File: src/rtl/asram_ctrl.sv
module asram_ctrl #(
  parameter int AW       = 15,
  parameter int DW       = 8,
  parameter int RD_CYC   = 2,
  parameter int WR_CYC   = 2,
  parameter int HOLD_CYC = 1,
  parameter int TURN_CYC = 1
) (
  input  logic          clk,
  input  logic          rst_n,
  input  logic          req,
  input  logic          req_we,
  input  logic [AW-1:0] req_addr,
  input  logic [DW-1:0] req_wdata,
  output logic          ack,
  output logic          rd_valid,
  output logic [DW-1:0] rd_data,
  output logic          mem_ce_n,
  output logic          mem_oe_n,
  output logic          mem_we_n,
  output logic [AW-1:0] mem_addr,
  output logic [DW-1:0] mem_dq_out,
  output logic          mem_dq_oe,
  input  logic [DW-1:0] mem_dq_in
);

  localparam int M1   = (RD_CYC > WR_CYC) ? RD_CYC : WR_CYC;
  localparam int M2   = (HOLD_CYC > TURN_CYC) ? HOLD_CYC : TURN_CYC;
  localparam int MAXC = (M1 > M2) ? M1 : M2;
  localparam int CW   = $clog2(MAXC + 1);

  typedef enum logic [2:0] {S_IDLE, S_RD, S_RTURN, S_WR, S_WHOLD} st_t;

  st_t           st;
  logic [CW-1:0] cnt;
  logic [AW-1:0] addr_q;
  logic [DW-1:0] wdata_q;

  assign ack        = req && (st == S_IDLE);
  assign mem_ce_n   = !(st == S_RD || st == S_WR);
  assign mem_oe_n   = !(st == S_RD);
  assign mem_we_n   = !(st == S_WR);
  assign mem_dq_oe  = (st == S_WR) || (st == S_WHOLD);
  assign mem_addr   = addr_q;
  assign mem_dq_out = wdata_q;

  always_ff @(posedge clk) begin
    if (!rst_n) begin
      st       <= S_IDLE;
      cnt      <= '0;
      addr_q   <= '0;
      wdata_q  <= '0;
      rd_data  <= '0;
      rd_valid <= 1'b0;
    end else begin
      rd_valid <= 1'b0;
      case (st)
        S_IDLE: if (req) begin
          addr_q  <= req_addr;
          wdata_q <= req_wdata;
          if (req_we) begin
            st  <= S_WR;
            cnt <= CW'(WR_CYC - 1);
          end else begin
            st  <= S_RD;
            cnt <= CW'(RD_CYC - 1);
          end
        end
        S_RD: if (cnt == '0) begin
          rd_data  <= mem_dq_in;
          rd_valid <= 1'b1;
          st       <= S_RTURN;
          cnt      <= CW'(TURN_CYC - 1);
        end else cnt <= cnt - 1'b1;
        S_RTURN: if (cnt == '0) st <= S_IDLE;
                 else cnt <= cnt - 1'b1;
        S_WR: if (cnt == '0) begin
          st  <= S_WHOLD;
          cnt <= CW'(HOLD_CYC - 1);
        end else cnt <= cnt - 1'b1;
        S_WHOLD: if (cnt == '0) st <= S_IDLE;
                 else cnt <= cnt - 1'b1;
        default: st <= S_IDLE;
      endcase
    end
  end

endmodule

File: config.mk
export PLATFORM = sky130hd
export DESIGN_NAME = asram_ctrl
export DESIGN_NICKNAME = d
export VERILOG_FILES = /design/src/rtl/asram_ctrl.sv
export SDC_FILE = /design/constraint.sdc
export NUM_CORES = 1
export LEC_CHECK = 0
export ABC_AREA = 1
export ABC_CLOCK_PERIOD_IN_PS = 3500
export CORE_UTILIZATION = 26
export DETAILED_ROUTE_END_ITERATION = 10
export PLACE_DENSITY_LB_ADDON = 0.05
export SLEW_MARGIN = 20
export SYNTH_ARGS = -nofsm -noshare
export SYNTH_HDL_FRONTEND = slang
export SYNTH_SLANG_ARGS = --single-unit
File: constraint.sdc
create_clock -name clk -period 3.5 [get_ports clk]
set_clock_uncertainty 0.15 [all_clocks]
set_input_delay 0.7 -clock clk [delete_from_list [all_inputs] [get_ports clk]]
set_output_delay 0.7 -clock clk [all_outputs]
set_load 0.02 [all_outputs]
==> flow_summary.toml, run 1 <==
[outcome]
status = "finished clean"

[min_path]
worstHoldPathCells = 2
min_path_type = "flip-flop to flip-flop"
min_from = "mem_addr[5]"

[sta]
period_needed_ns = 2.76
slew_headroom_pct = 72.3
period_share_pct = 79.0
hold_violations = 0
tightestPinTransition_ns = 0.414
finalMaxSlewViolations = 0
fmax_mhz = 362
rsz0062_at_grt = "false"
setup_viol = 0
final.setup.worst_slack_ns = 0.736
setup_tns_ns = 0

[clock_tree]
cts_setup_buffers = 0
path_clk_slew_ns = 0.07
ctsHtreeMaxLevel = 2
cts_tree = "done"
cts_buffers = 5
root_buffer = "clkbuf_8"
clock_path_buffers = 2
cts_resized = 0
clkLatencyLatePin_ns = 0.28
cts_sinks = 37
cts_hold_buf = 0

[floorplan]
die-width_um = 77.6
num_rows = 27
die_h_um = 77.6
fp.coreArea_sq_um = 5510
initial_utilization_pct = 27.0
io_pins = 72
dieArea_sq_um = 6030

[global_route]
grt.total_usage_pct = 13.0
grt_pass1_vias = 1379
grt_antenna_before_repair = 0
gr-total-overflow = 0
grt_start_max_net_pins = 26
grt_pass1_wl_um = 6150

[synth]
synth_warnings = 0
synth_cell_types = 21
async_reset_ff_share_pct = 0
syn_inst = 196
synth_edf_count = 0
ys.flop_type = "dfxtp_1"
syn-cell-area_sq_um = 1490
ys_seq_area_share_pct = 49.8
synth-seq-cells = 37
avgSynthCellArea_sq_um = 7.59
synth_fp_nets = 234

[power_and_ir_drop]
power.leakage_nw = 0.941
peakVddDrop_v = 0.000260
power_density_nw_per_um2 = 702

[critical_path]
start_kind = "input port"
critPathKind = "input port to output port"
cp_max_fo = 2
worstPathArrival_ns = 1.91
cp-startpoint = "req"
crit_required_ns = 2.65
r2r_cells = 7
reg2reg_from = "cnt[0]"
endpoint_kind = "output port"

[routing]
drc = 0
drtIter0Drc = 50
wl_um = 3750
post_drt_wl_per_cell_um = 11.0
drt.antenna.violating_nets = 0
vias = 1435
dr.pass1.iters = 3
viasPerCell = 4.20

[placed_design]
place_inst = 334
gp_congestion = 0.687
place_area_sq_um = 2250
portBuffers = 71
pre_cts_ws_ns = 0.725
hpwl_um = 2530

[job]
drv_cap = 0

[cells_and_area]
drive_gt1_share_pct = 7.41
antennaDiodeCount = 0
synthToLayoutAreaGrowth_pct = 59.6
post-route-util_pct = 43.1
fin_area_sq_um = 2370
finalNonFillerCells = 342
final_nets = 307
==> synthesized netlist by cell type (2+ instances only) <==
cell      count  area (sq um)
nand2_1      63           236
a21oi_1      25           125
nand4_1       2          12.5
clkbuf_1      2          7.51
o21ai_0      10          50.1
ha_1          3          37.5
inv_2         3          11.3
nor2_1       24          90.1
nand3_1       6          30.0
nand2_2       2          12.5
buf_2         3          15.0
inv_1         6          22.5
dfxtp_1      37           741
buf_6         3          33.8
==> kinds of logic (layout without fill, tap and decap cells) <==
| group | count (synthesis) | after routing | synth area share [%] |
|---|---|---|---|
| compound gates | 36 | 36 | 12.1 |
| flops | 37 | 37 | 49.8 |
| buf+inv | 19 | 93 | 6.64 |
| fa+ha+maj | 3 | 3 | 2.52 |
| simple gates | 101 | 101 | 28.9 |
==> final timing paths <==
kind / end / slack, ns
max reg2reg: rd_data[3] / 2.03
max: ack / 0.74
min reg2reg: mem_addr[5] / 0.31
min: mem_addr[5] / 0.31
==> flip-flops by register name, summed over array words and instances, names as in the netlist <==
name / count
cnt: 2
rd_data: 8
rd_valid: 1
mem_dq_out: 8
mem_addr: 15
st: 3
==> power by group <==
group          total [mW]  internal [mW]  switching [mW]
clock               0.386          0.232           0.155
combinational       0.704          0.299           0.404
sequential          0.577          0.515          0.0616
total                1.67           1.05           0.620
==> worst max-delay path: stages <==
cell and delay, ns:
clkdlybuf4s50_1 0.49, nand2_2 0.08, clkinv_2 0.05, clkdlybuf4s50_1 0.58
==> routing by layer <==
| layer | wire length, um | part of all wire [%] | global-route usage, % |
|---|---|---|---|
| met1 | 1810 | 48 | 15.8 |
| met2 | 1580 | 42 | 20.3 |
| met3 | 326 | 8.7 | 5.88 |
| met4 | 29 | 0.77 | 3.96 |
| met5 | 0 | 0 | 0 |
==> through the flow <==
step / hold slack, ns / power [mW]
2_1_floorplan: 0.384 / 1.04
3_3_place_gp: 0.303 / 1.30
3_5_place_dp: 0.307 / 1.30
4_1_cts: 0.319 / 1.69
5_1_grt: 0.333 / 1.79
6_report: 0.314 / 1.67
==> layout by cell type, fill, tap and decap left out, drive strengths merged <==
cell            n
ha              3
clkinvlp        1
bufinv          1
nand2          65
clkinv          2
nor2           26
inv             9
nand4           2
buf             3
clkdlybuf4s50  71
nand3           6
o21ai          11
nand3b          1
a21oi          25
clkbuf          6
dfxtp          37
nor3            1
==> final cells by class <==
class / instances / area, sq um
clock buffer: 6 / 82.6
clock inverter: 2 / 37.5
fill: 577 / 3130
inverter: 11 / 42.5
multi-input combinational: 140 / 648
sequential: 37 / 741
tap: 72 / 90.1
timing repair buffer: 74 / 733
Power figures use the tool's default switching activity.
==> run 2: changes to the inputs <==
ABC_CLOCK_PERIOD_IN_PS = 2850   (was 3500)
clock period = 2.85 ns   (was 3.5 ns; I/O delays follow)
==> flow_summary.toml, run 2 (synthesized netlist as in run 1, its figures left out) <==
[cells_and_area]
layout_commonest_cell = "clkdlybuf4s50_1"
final_nets = 307
drive_gt1_share_pct = 6.69
finalNonFillerCells = 341
synthToLayoutAreaGrowth_pct = 57.4
antennaDiodeCount = 0
largest_register_ffs = 15
layout_common_cells = "clkdlybuf4s50_1, nand2_1, dfxtp_1, a21oi_1, nor2_1"

[floorplan]
fp.coreArea_sq_um = 5510
io_pins = 72
initial_utilization_pct = 27.0
die_h_um = 77.6
dieArea_sq_um = 6030
die-width_um = 77.6
num_rows = 27

[routing]
drtIter0Drc = 77
post_drt_wl_per_cell_um = 10.9
dr.pass1.iters = 3
vias = 1441
drc = 0
viasPerCell = 4.23
wl_um = 3720
drt.antenna.violating_nets = 0

[sta]
fmax_mhz = 398
period_needed_ns = 2.51
tightestPinTransition_ns = 0.404
setup_viol = 0
period_share_pct = 88.1
rsz0062_at_grt = "false"
setup_tns_ns = 0
finalMaxSlewViolations = 0
slew_headroom_pct = 73.0
hold_violations = 0

[clock_tree]
ctsHtreeMaxLevel = 2
path_clk_slew_ns = 0.07
cts_setup_buffers = 0
clock_path_buffers = 2
cts_resized = 0
cts_tree = "done"
cts_sinks = 37
root_buffer = "clkbuf_8"
clkLatencyLatePin_ns = 0.28
cts_buffers = 5
cts_hold_buf = 0

[critical_path]
crit_required_ns = 2.13
cp_num_cells = 4
worstPathArrival_ns = 1.79
path_delay_family = "buffers and inverters"
r2r_cells = 7
worst_path_largest_cell_delay_ns = 0.59
setup.worst_path.end = "ack"
crit_top_cell = "clkdlybuf4s50_1"
cp_max_fo = 2
slowest_stage = "clkdlybuf4s50_1"
path_cells = "clkdlybuf4s50_1 > nand2_2 > clkinv_2 > clkdlybuf4s50_1"
cp-startpoint = "req"
crit_buf_inv = 3
critPathKind = "input port to output port"
start_kind = "input port"
reg2reg_from = "cnt[0]"
r2r-end = "rd_data[5]"
endpoint_kind = "output port"
rrSetupSlack_ns = 1.37

[placed_design]
gp_congestion = 0.695
place_inst = 334
portBuffers = 71
hpwl_um = 2470

[power_and_ir_drop]
power_density_nw_per_um2 = 827
peakVddDrop_v = 0.000354
power.leakage_nw = 0.928

[global_route]
busiest_layer = "met2"
grt.total_usage_pct = 13.4
grt_pass1_vias = 1378
grtUsageMet2_pct = 21.0
grt_antenna_before_repair = 0
met3_usage_pct = 5.53
gr-total-overflow = 0
grt_pass1_wl_um = 6370
grt_start_max_net_pins = 26
gr-usage-met1_pct = 16.5

[min_path]
min_path_type = "flip-flop to flip-flop"
worstHoldPathCells = 2

[job]
drv_cap = 0

[outcome]
status = "finished clean"
run 2: power breakdown:
group          switching, mW  internal (mW)
combinational          0.494          0.368
sequential            0.0764          0.633
clock                  0.171          0.192
run 2: final cells by class:
| class | instances | area, sq um |
|---|---|---|
| multi-input cells | 140 | 648 |
| fillers | 587 | 3170 |
| clock buffers | 7 | 86.3 |
| repair buffers | 74 | 733 |
| well taps | 72 | 90.1 |
| inverters | 11 | 42.5 |
| flip-flops and latches | 37 | 741 |
run 2: worst min path at each step:
stage,startpoint,endpoint,slack [ns]
2_1_floorplan,st[0],st[2],0.38
3_3_place_gp,mem_dq_out[6],mem_dq_out[6],0.30
3_5_place_dp,mem_dq_out[3],mem_dq_out[3],0.31
4_1_cts,mem_dq_out[3],mem_dq_out[3],0.32
5_1_grt,mem_dq_out[3],mem_dq_out[3],0.34
6_report,mem_dq_out[3],mem_dq_out[3],0.31
run 2: per-stage QoR:
stage	util (%)	instance area, sq um	hold WS, ns	total power, mW	worst slack (ns)
finish	42.5	2340	0.313	1.94	0.339
global placement	40.9	2250	0.302	1.60	0.337
global route	42.5	2340	0.337	2.11	0.294
detailed placement	40.9	2250	0.307	1.59	0.340
CTS	42.5	2340	0.318	1.98	0.331
floorplan	-	1490	0.384	1.27	1.16
run 2: per-layer routing:
metal | vias up | routed length (um)
met5 | - | 0
met2 | 44 | 1630
met4 | 0 | 25
met1 | 628 | 1750
li1 | 764 | -
met3 | 5 | 314
run 2: worst register-to-register path: stages, from the launching register on:
cell and delay, ns:
dfxtp_1 0.32, inv_1 0.12, ha_1 0.20, inv_1 0.14, nor2_8 0.19, inv_2 0.11, nor2_1 0.10, nor2_1 0.05
==> run 3: changes to the inputs <==
ABC_CLOCK_PERIOD_IN_PS = 2900   (was 2850)
CELL_PAD_IN_SITES_DETAIL_PLACEMENT = 2   (was unset)
CELL_PAD_IN_SITES_GLOBAL_PLACEMENT = 2   (was unset)
CORE_UTILIZATION = 22   (was 26)
clock period = 2.9 ns   (was 2.85 ns; I/O delays follow)
==> flow_summary.toml, run 3 (synthesized netlist as in run 1, its figures left out) <==
[power_and_ir_drop]
power_frac_clock_pct = 18.3
swShare_pct = 39.8
peakVddDrop_v = 0.000202
power_density_nw_per_um2 = 818
power.leakage_nw = 0.922
p_int_mw = 1.16
power_frac_comb_pct = 45.3
p_sw_uw = 763
seqPwrFrac_pct = 36.4

[sta]
period_needed_ns = 2.54
timing.hold.ws_ns = 0.318
setup_tns_ns = 0
setup_viol = 0
finalMaxSlewViolations = 0
fmax_mhz = 394
tightestPinTransition_ns = 0.421
hold_violations = 0
period_share_pct = 87.5
final.setup.worst_slack_ns = 0.361
slew_headroom_pct = 71.9
rsz0062_at_grt = "false"

[cells_and_area]
largest_register_ffs = 15
synthToLayoutAreaGrowth_pct = 57.6
layout_commonest_cell = "clkdlybuf4s50_1"
fill_cells = 763
drive_gt1_share_pct = 6.67
fin_area_sq_um = 2340
layout_common_cells = "clkdlybuf4s50_1, nand2_1, dfxtp_1, a21oi_1, nor2_1"
final_nets = 307
antennaDiodeCount = 0

[placed_design]
pre_cts_ws_ns = 0.362
place_area_sq_um = 2260
portBuffers = 71
hpwl_um = 3340
gp_congestion = 0.696

[routing]
drt.antenna.violating_nets = 0
dr.pass1.iters = 8
post_drt_wl_per_cell_um = 13.1
vias = 1520
drtIter0Drc = 25
wl_um = 4550
viasPerCell = 4.38
drc = 4

[floorplan]
fp.coreArea_sq_um = 6420
initial_utilization_pct = 23.2
dieArea_sq_um = 7090
io_pins = 72
num_rows = 29
die_h_um = 84.2
die-width_um = 84.2

[clock_tree]
cts_resized = 0
cts_hold_buf = 0
path_clk_slew_ns = 0.07
cts_buffers = 5
ctsHtreeMaxLevel = 2
cts_sinks = 37
cts_tree = "done"
clkLatencyLatePin_ns = 0.28
cts_setup_buffers = 0
root_buffer = "clkbuf_8"
clock_path_buffers = 2

[global_route]
grt_pass1_wl_um = 7910
gr-total-overflow = 0
grt_start_max_net_pins = 26
grt_antenna_before_repair = 0
grt_pass1_vias = 1657
grt.total_usage_pct = 14.0

[critical_path]
cp_max_fo = 2
worstPathArrival_ns = 1.81
crit_required_ns = 2.17
start_kind = "input port"
r2r_cells = 7
cp-startpoint = "req"
critPathKind = "input port to output port"
reg2reg_from = "cnt[0]"
endpoint_kind = "output port"

[job]
drv_cap = 0

[min_path]
worstHoldPathCells = 2
min_path_type = "flip-flop to flip-flop"
min_from = "mem_dq_out[5]"

[outcome]
status = "finished with violations"
failed_checks = "DRC"
## run 3: cell count changes in the layout (fill, tap and decap cells not counted), sizes merged
cell      change
clkinvlp      +1
## run 3: metrics by stage
stage	utilization [%]	power, mW	std cells
4_1_cts	36.5	1.97	347
3_3_place_gp	35.2	1.59	339
6_report	36.5	1.92	347
2_1_floorplan	-	1.25	196
5_1_grt	36.5	2.09	347
3_5_place_dp	35.2	1.60	339
## run 3: worst max-delay path, cell delays in order
cell,delay [ns]
clkdlybuf4s50_1,0.50
nand2_2,0.07
clkinv_2,0.06
clkdlybuf4s50_1,0.59
## run 3: metal layers
| layer | GRT usage [%] | wire length (um) | vias to the layer above |
|---|---|---|---|
| met1 | 17.6 | 2050 | 711 |
| met5 | 0 | 0 | - |
| met2 | 22.4 | 2120 | 39 |
| li1 | - | - | 766 |
| met3 | 5.51 | 336 | 4 |
| met4 | 3.76 | 44 | 0 |
## run 3: cell type report
type,count,area (sq um),area share [%]
Clock inverter,1,7.51,0.320
Timing Repair Buffer,74,733,31.3
Clock buffer,7,76.3,3.26
Tap cell,77,96.3,4.11
Sequential cell,37,741,31.6
Inverter,11,42.5,1.81
Multi-Input combinational cell,140,648,27.6
## run 3: power groups by stage
stage / registers [mW] / logic, mW / clock network (mW)
finish: 0.699 / 0.870 / 0.350
global route: 0.718 / 0.978 / 0.395
CTS: 0.702 / 0.896 / 0.370
detailed placement: 0.712 / 0.892 / 0
global placement: 0.709 / 0.884 / 0
floorplan: 0.796 / 0.454 / 0
## run 3: path summary, 6_finish.rpt
| path | end | slack [ns] |
|---|---|---|
| worst max-delay path | ack | 0.36 |
| worst min-delay path | mem_dq_out[5] | 0.32 |
| worst max register to register | rd_data[6] | 1.38 |
| worst min register to register | mem_dq_out[5] | 0.32 |
